===== config.mk =====
export PLATFORM = sky130hd
export DESIGN_NAME = acc_alu_cc
export DESIGN_NICKNAME = d
export VERILOG_FILES = /design/src/rtl/acc_alu_cc.sv
export SDC_FILE = /design/constraint.sdc
export NUM_CORES = 1
export LEC_CHECK = 0
export BUFFER_PORTS_ARGS = -buffer_cell sky130_fd_sc_hd__clkbuf_2
export CORE_MARGIN = 2
export CORE_UTILIZATION = 43
export DETAILED_ROUTE_END_ITERATION = 10
export PLACE_DENSITY = 0.74
export SYNTH_ARGS = -nofsm -noshare
export SYNTH_HDL_FRONTEND = slang
export SYNTH_SLANG_ARGS = --single-unit

===== constraint.sdc =====
create_clock -name clk -period 2.9 [get_ports clk]
set_input_delay 0 -clock clk [delete_from_list [all_inputs] [get_ports clk]]
set_output_delay 0 -clock clk [all_outputs]
set_load 0.01 [all_outputs]

===== src/rtl/acc_alu_cc.sv =====
module acc_alu_cc #(
  parameter int DW = 8
) (
  input  logic            clk,
  input  logic            rst_n,
  input  logic            exec_en,
  input  logic [3:0]      op_sel,
  input  logic [DW-1:0]   acc_a,
  input  logic [DW-1:0]   acc_b,
  input  logic [2*DW-1:0] idx_x,
  input  logic [2*DW-1:0] idx_y,
  input  logic [2*DW-1:0] mem_op,
  output logic [2*DW-1:0] res,
  output logic [2:0]      dest,
  output logic            flag_h,
  output logic            flag_n,
  output logic            flag_z,
  output logic            flag_v,
  output logic            flag_c
);
  localparam int WW = 2 * DW;
  localparam int HB = DW / 2;

  localparam logic [3:0] OP_ABA  = 4'd0;
  localparam logic [3:0] OP_ADCA = 4'd1;
  localparam logic [3:0] OP_ADCB = 4'd2;
  localparam logic [3:0] OP_ADDA = 4'd3;
  localparam logic [3:0] OP_ADDB = 4'd4;
  localparam logic [3:0] OP_ADDD = 4'd5;
  localparam logic [3:0] OP_ANDA = 4'd6;
  localparam logic [3:0] OP_ANDB = 4'd7;
  localparam logic [3:0] OP_ABX  = 4'd8;
  localparam logic [3:0] OP_ABY  = 4'd9;

  localparam logic [2:0] D_NONE = 3'd0;
  localparam logic [2:0] D_A    = 3'd1;
  localparam logic [2:0] D_B    = 3'd2;
  localparam logic [2:0] D_D    = 3'd3;
  localparam logic [2:0] D_X    = 3'd4;
  localparam logic [2:0] D_Y    = 3'd5;

  logic h_q, n_q, z_q, v_q, c_q;
  logic h_d, n_d, z_d, v_d, c_d;

  // byte adder operands
  logic [DW-1:0] b_lhs, b_rhs, b_and;
  logic          b_cin;
  logic [DW:0]   b_sum;
  logic [HB:0]   b_half;
  logic          b_ovf;

  always_comb begin
    b_lhs = acc_a;
    b_rhs = mem_op[DW-1:0];
    b_cin = 1'b0;
    case (op_sel)
      OP_ABA:  b_rhs = acc_b;
      OP_ADCA: b_cin = c_q;
      OP_ADCB: begin b_lhs = acc_b; b_cin = c_q; end
      OP_ADDB, OP_ANDB: b_lhs = acc_b;
      default: ;
    endcase
  end

  assign b_sum  = {1'b0, b_lhs} + {1'b0, b_rhs} + {{DW{1'b0}}, b_cin};
  assign b_half = {1'b0, b_lhs[HB-1:0]} + {1'b0, b_rhs[HB-1:0]} + {{HB{1'b0}}, b_cin};
  assign b_ovf  = (b_lhs[DW-1] == b_rhs[DW-1]) && (b_sum[DW-1] != b_lhs[DW-1]);
  assign b_and  = b_lhs & b_rhs;

  // word adder for the double accumulator
  logic [WW-1:0] w_lhs;
  logic [WW:0]   w_sum;
  logic          w_ovf;

  assign w_lhs = {acc_a, acc_b};
  assign w_sum = {1'b0, w_lhs} + {1'b0, mem_op};
  assign w_ovf = (w_lhs[WW-1] == mem_op[WW-1]) && (w_sum[WW-1] != w_lhs[WW-1]);

  // index adder
  logic [WW-1:0] i_sum;
  assign i_sum = ((op_sel == OP_ABY) ? idx_y : idx_x) + {{DW{1'b0}}, acc_b};

  always_comb begin
    res  = '0;
    dest = D_NONE;
    h_d = h_q; n_d = n_q; z_d = z_q; v_d = v_q; c_d = c_q;
    case (op_sel)
      OP_ABA, OP_ADCA, OP_ADCB, OP_ADDA, OP_ADDB: begin
        res  = {{DW{1'b0}}, b_sum[DW-1:0]};
        dest = (op_sel == OP_ADCB || op_sel == OP_ADDB) ? D_B : D_A;
        h_d  = b_half[HB];
        n_d  = b_sum[DW-1];
        z_d  = (b_sum[DW-1:0] == '0);
        v_d  = b_ovf;
        c_d  = b_sum[DW];
      end
      OP_ADDD: begin
        res  = w_sum[WW-1:0];
        dest = D_D;
        n_d  = w_sum[WW-1];
        z_d  = (w_sum[WW-1:0] == '0);
        v_d  = w_ovf;
        c_d  = w_sum[WW];
      end
      OP_ANDA, OP_ANDB: begin
        res  = {{DW{1'b0}}, b_and};
        dest = (op_sel == OP_ANDB) ? D_B : D_A;
        n_d  = b_and[DW-1];
        z_d  = (b_and == '0);
        v_d  = 1'b0;
      end
      OP_ABX, OP_ABY: begin
        res  = i_sum;
        dest = (op_sel == OP_ABY) ? D_Y : D_X;
      end
      default: ;
    endcase
  end

  always_ff @(posedge clk or negedge rst_n) begin
    if (!rst_n) begin
      h_q <= 1'b0; n_q <= 1'b0; z_q <= 1'b0; v_q <= 1'b0; c_q <= 1'b0;
    end else if (exec_en) begin
      h_q <= h_d; n_q <= n_d; z_q <= z_d; v_q <= v_d; c_q <= c_d;
    end
  end

  assign flag_h = h_q;
  assign flag_n = n_q;
  assign flag_z = z_q;
  assign flag_v = v_q;
  assign flag_c = c_q;
endmodule


* Word-level counts from Yosys, hierarchy flattened
Cells that the tools add are included.
** Cells by class
- Add/sub/neg operators :: 6
- Multiply operators :: 0
- Divide/modulo/power cells :: 0
- $lt $le $gt $ge :: 0
- Equal/unequal tests :: 13
- Shift operators :: 0
- Mux-type cells :: 13
- Bitwise operators :: 1
- Reductions and logical operators :: 17
** Operators with widths (count)
- $pmux W16 S4 :: 1
- $add A16 B16 Y17 :: 1
- $add A16 B8 Y16 :: 1
- $eq A4 B3 Y1 const B :: 4
- $logic_not A16 Y1 :: 1
- $logic_not A8 Y1 :: 2
- $mux W16 :: 1
- $mux W8 :: 2
- $pmux W3 S4 :: 1
- $add A8 B8 Y9 :: 1
- $add A9 B1 Y9 :: 1
- $pmux W1 S3 :: 3
- $and A8 B8 Y8 :: 1
- $eq A4 B2 Y1 const B :: 2
- $eq A4 B4 Y1 const B :: 2
- $reduce_and A2 Y1 :: 3
- $reduce_or A2 Y1 :: 3
- $add A4 B4 Y5 :: 1
- $add A5 B1 Y5 :: 1
- $reduce_or A5 Y1 :: 1
- $eq A4 B1 Y1 const B :: 1
- $logic_not A4 Y1 :: 1
- $mux W2 :: 2
- $reduce_bool A3 Y1 :: 1
- 8 further kinds :: 12
** Word-level totals
- Register bits :: 5
- Bits in latches :: 0
- RAM bits :: 0
- Bits in read-only memories :: 0
- Bits of input ports :: 71
- Output and inout port bits :: 24
- Word-level logic and storage cells :: 55
- Memories :: 0

* Depth between registers and ports, before layout
- Depth in word-level cells :: 8
- Gate-level depth with buffers :: 17
- Gate-level depth less buffers :: 15

* Least setup slack after synthesis
OpenSTA, ideal clock, no wires.
- Path kind :: input port to flip-flop
- Start :: in op_sel[0]
- End :: reg z_q, in the netlist flag_z
- Library setup time :: 0.092 ns
- Arrival :: 3.008 ns
- Data required time :: 2.808 ns
- Slack :: -0.200 ns
- Cell stages on the path :: 15
- Path buffers :: 2
- Cell sequence :: buf_2 -> buf_1 -> nor4_4 -> mux2_2 -> inv_2 -> fa_1 -> fa_1 -> nor2b_1 -> o21a_1 -> o21a_1 -> o31a_1 -> a21oi_1 -> nor4_1 -> o22ai_1 -> o31ai_2
** Between the ends
- Longest elaborated chain between the ends :: 7
- Elaborated cells between the ends (all ways) :: 23
- Those cells by class :: 2 x add/sub; 7 x eq/ne; 4 x mux; 1 x bitwise; 9 x reduce/logical
** RTL lines
- from (decl) :: line 7 : input logic [3:0] op_sel,
- $eq A4 B2 Y1 or $eq A4 B3 Y1 (tied branches) :: line 56, 87
- $reduce_or A3 Y1 (no source line)
- $mux W8 :: line 56 : case (op_sel)
- $add A8 B8 Y9 :: line 65 : assign b_sum = {1'b0, b_lhs} + {1'b0, b_rhs} + {{DW{1'b0}}, b_cin};
- $add A9 B1 Y9 :: line 65
- $logic_not A8 Y1 :: line 93 : z_d = (b_sum[DW-1:0] == '0);
- $pmux W1 S3 :: line 87 : case (op_sel)
- to (signal assigned) :: line 122 : h_q <= 1'b0; n_q <= 1'b0; z_q <= 1'b0; v_q <= 1'b0; c_q <= 1'b0;
- to (signal assigned) :: line 124 : h_q <= h_d; n_q <= n_d; z_q <= z_d; v_q <= v_d; c_q <= c_d;
- to (decl) :: line 42 : logic h_q, n_q, z_q, v_q, c_q;
Several ways; a longest one is shown, not always the timed one.
A chain may end at the register's enable or synchronous reset.

* Final worst setup path
- Start :: in op_sel[1]
- End :: out res[6]
** Between the ends
- Longest elaborated chain between the ends :: 6
- Elaborated cells between the ends (all ways) :: 24
- Those cells by class :: 3 x add/sub; 9 x eq/ne; 5 x mux; 1 x bitwise; 6 x reduce/logical
** RTL lines
- $eq A4 B2 Y1 or $eq A4 B3 Y1 (tied branches) :: line 56, 87
- $reduce_or A3 Y1 (no source line)
- $mux W8 :: line 56
- $add A8 B8 Y9 :: line 65
- $add A9 B1 Y9 :: line 65
- $pmux W16 S4 (*) :: line 87
- to (decl) :: line 13 : output logic [2*DW-1:0] res,
Mark *: on every way between the ends. The rest lies on a longest branch, timed or not.

==> metrics.md <==
| Metric | Value |
|---|---|
| Status | finished clean |
| Ports | 95 |
| Fin util | 0.615 |
| Worst-path maximum fanout | 7 |
| Layout Nets | approximately 570 |
| Initial core utilization | 0.449 |
| Die Y | 82.9 µm |
| Final instance area | 0.00366 mm² |
| Register area | 125 µm² |
| Routed wire per std cell | 17.6 µm |
| Sw frac | 0.464 |
| Setup Skew | 0.00224 ns |
| Final min period | 2.82 ns |
| Total number of vias | roughly 3,200 |
| Layout area overhead | 37.0% |
| Global-route wire length before repair | about 15,000 µm |
| Ys async rst share | 1.00 |
| TritonCTS Buffers | 3 |
| Seq pwr share | 0.090 |
| Clock Tree Root | clkbuf_8 |
| Die area | 0.00686 mm² |
| CP max-delay cell | mux2_2 |
| Slew Limit Headroom | 0.489 |
| #FFs+latches synth | 5 |
| Clk slew on worst S/H paths | 0.04 ns |
| PwrDens | approximately 280 mW/mm² |
| Vias per inst | 6.05 |
| Synth Area per Inst | 8.03 µm² |
| Post-synth EDFFs | 0 |
| Cell mode on critical path | o21a_1 |
| Max incr delay on CP | approximately 0.37 ns |
| Reg2reg start | flag_c$_DFFE_PN0P_ |
| Critical path arrival | 2.82 ns |
| Highest clock rate | 355 MHz |
| Hold Crit Class | primary input to flip-flop |
| Initial antenna violation count | 0 |
| Crit path launch type | primary input |
| Vias in the first global route | approximately 3,100 |
| Top delay family on crit path | compound AO/OA/AOI/OAI gates |
| Synth warnings | 0 |
| Worst setup margin | 0.0800 ns |
| Final setup violating endpoints | 0 |
| MaxCap Viol Count | 0 |
| Synth Cell Area | 0.00267 mm² |
| Max-slew violations | 0 |
| DRT iter0 DRCs | just under 200 |
| Total grt overflow | 0 |
| GRT Overall Usage | 0.258 |
| Sink Count | 5 |
| Crit Path Class | primary input to output port |
| NetSw | 0.483 mW |
| Die Width | 82.9 µm |
| Yosys cell types | 69 |
| Slew @ Worst Pin | 0.764 ns |
| Drt pass-1 iters | 5 |
| Crit-path cells | buf_4 > xor2_2 > nor2_2 > a211oi_4 > buf_6 > mux2_2 > ha_4 > nor2b_1 > o21a_1 > o21a_1 > o31a_1 > a21oi_2 > a22oi_1 > o211ai_1 > buf_2 |
| Reg2Reg Setup Slack | 0.33 ns |
| Core area | 0.00596 mm² |
| Peak VDD IR | between 0.15 and 0.2 mV |
| Clock Power Share | 0.130 |
| CTS H-tree depth | 1 |
| Leak | 1.71 nW |
| CP required | between 2 and 3 ns |
| RSZ-0062 raised after global routing | true |
| Final hold viol count | 0 |
| Main flop type after synthesis | dfrtp_1 |
| Commonest cells after routing, fill and taps aside | clkbuf_2 (88), buf_4 (34), ha_1 (31), nor2_1 (24), xnor2_1 (20) |
| Period utilization | 0.972 |
| Critical Path Start | op_sel[1] |
| Fraction of layout instances using a drive strength above 1 | 0.439 |
| ANT cells | 0 |
| Crit end category | output port |
| Global placer's final weighted congestion | 1.04 |
| Max clock buf depth | 2 |
| Overall power of the completed layout | 1.04 mW |
| Area after DPL | around 0.0034 mm² |
| Worst hold start | exec_en |
| Largest net degree at the start of global routing | 15 |
| Total Wirelength | between 9000 and 10,000 µm |
| Most common cell after layout, fill and taps aside | clkbuf_2 |
| CTS tree | done |
| Dpl hpwl | 7570 µm |
| Clock latency at the later pin of the worst-skew pair | around 0.23 ns |
| Area of the multi-input gates | between 0.002 and 0.003 mm² |
| Post-Syn Instances | 333 |
| Combinational Power Share | 0.780 |
| # DRC | 0 |
| CP bufs+invs | 3 |
| Register area share after synthesis | 0.0468 |
| Internal | 0.558 mW |
| Routed Antenna Nets | 0 |
| Worst setup slack after placement | -0.180 ns |
| Syn Nets | 440 |
| Cell Rows | 28 |
| Fillers | around 540 |
| I/O Buffers | 94 |
==> per-stage QoR <==
stage	TNS, ns	hold slack [ns]	cells
floorplan	-0.0999	-0.296	333
global placement	-0.00597	-0.175	526
detailed placement	-0.388	-0.167	526
CTS	-0.00686	0.111	531
global route	-0.133	0.137	533
finish	0	0.117	533
==> timing repair <==
action	in CTS	in global routing
setup endpoints to repair	5	14
hold endpoints to repair	5	0
buffers inserted	0	2
pin swaps	2	15
resized for setup	7	36
hold buffers	1	0
gates cloned	0	0
==> state kept, by name, summed over array words and instances, names as in the netlist <==
signal  flops
flag_h      1
flag_n      1
flag_v      1
flag_c      1
flag_z      1
==> cell usage after synthesis, drive strengths merged, types with 8 or more instances <==
master  number  area share
xnor2       20       0.066
ha          32        0.15
o21ai       21       0.039
xor2        13       0.045
nor2b        9       0.021
nand3        8       0.015
a21o         8       0.022
mux2        23       0.098
a21oi       23       0.049
nor2        26       0.039
inv         10       0.015
nand2       21       0.031
==> final cells by class <==
class / count / share of cell area
clock buffer: 4 / 0.0123
inverter: 10 / 0.0109
multi-input combinational: 307 / 0.702
sequential: 5 / 0.0342
tap: 75 / 0.0256
timing repair buffer: 132 / 0.215
==> power groups by stage <==
stage | Combinational, mW | Clock [mW] | Sequential [mW]
floorplan | 0.473 | 0 | 0.0997
global placement | 0.730 | 0 | 0.0940
detailed placement | 0.746 | 0 | 0.0942
CTS | 0.757 | 0.137 | 0.0934
global route | 0.878 | 0.141 | 0.0961
finish | 0.812 | 0.136 | 0.0937
==> cell families after synthesis <==
family	count (synthesis)	share of synthesized area
flops	5	0.0468
compound gates	108	0.295
xor+xnor	33	0.111
fa+ha+maj	36	0.180
mux	30	0.124
buf+inv	21	0.0384
simple gates	100	0.204
==> final timing paths <==
check / to / cells past startpoint
max reg2reg: flag_z$_DFFE_PN0P_ / 11
min reg2reg: flag_v$_DFFE_PN0P_ / 2
min: flag_h$_DFFE_PN0P_ / 3
min in group asynchronous: flag_n$_DFFE_PN0P_ / 2
max in group asynchronous: flag_h$_DFFE_PN0P_ / 2
max: res[6] / 15
==> tightest hold or removal path: stages <==
cell and delay, ns:
clkbuf_2 0.11, nand2_1 0.08, o31a_1 0.11
==> per-layer routing <==
metal	vias up	routed length (µm)	global-route usage
met4	0	250	0.0939
met5	-	0	0
li1	1526	-	-
met2	133	4640	0.442
met1	1533	3940	0.332
met3	30	553	0.0278
No activity file was read; power rests on OpenSTA's default activity.
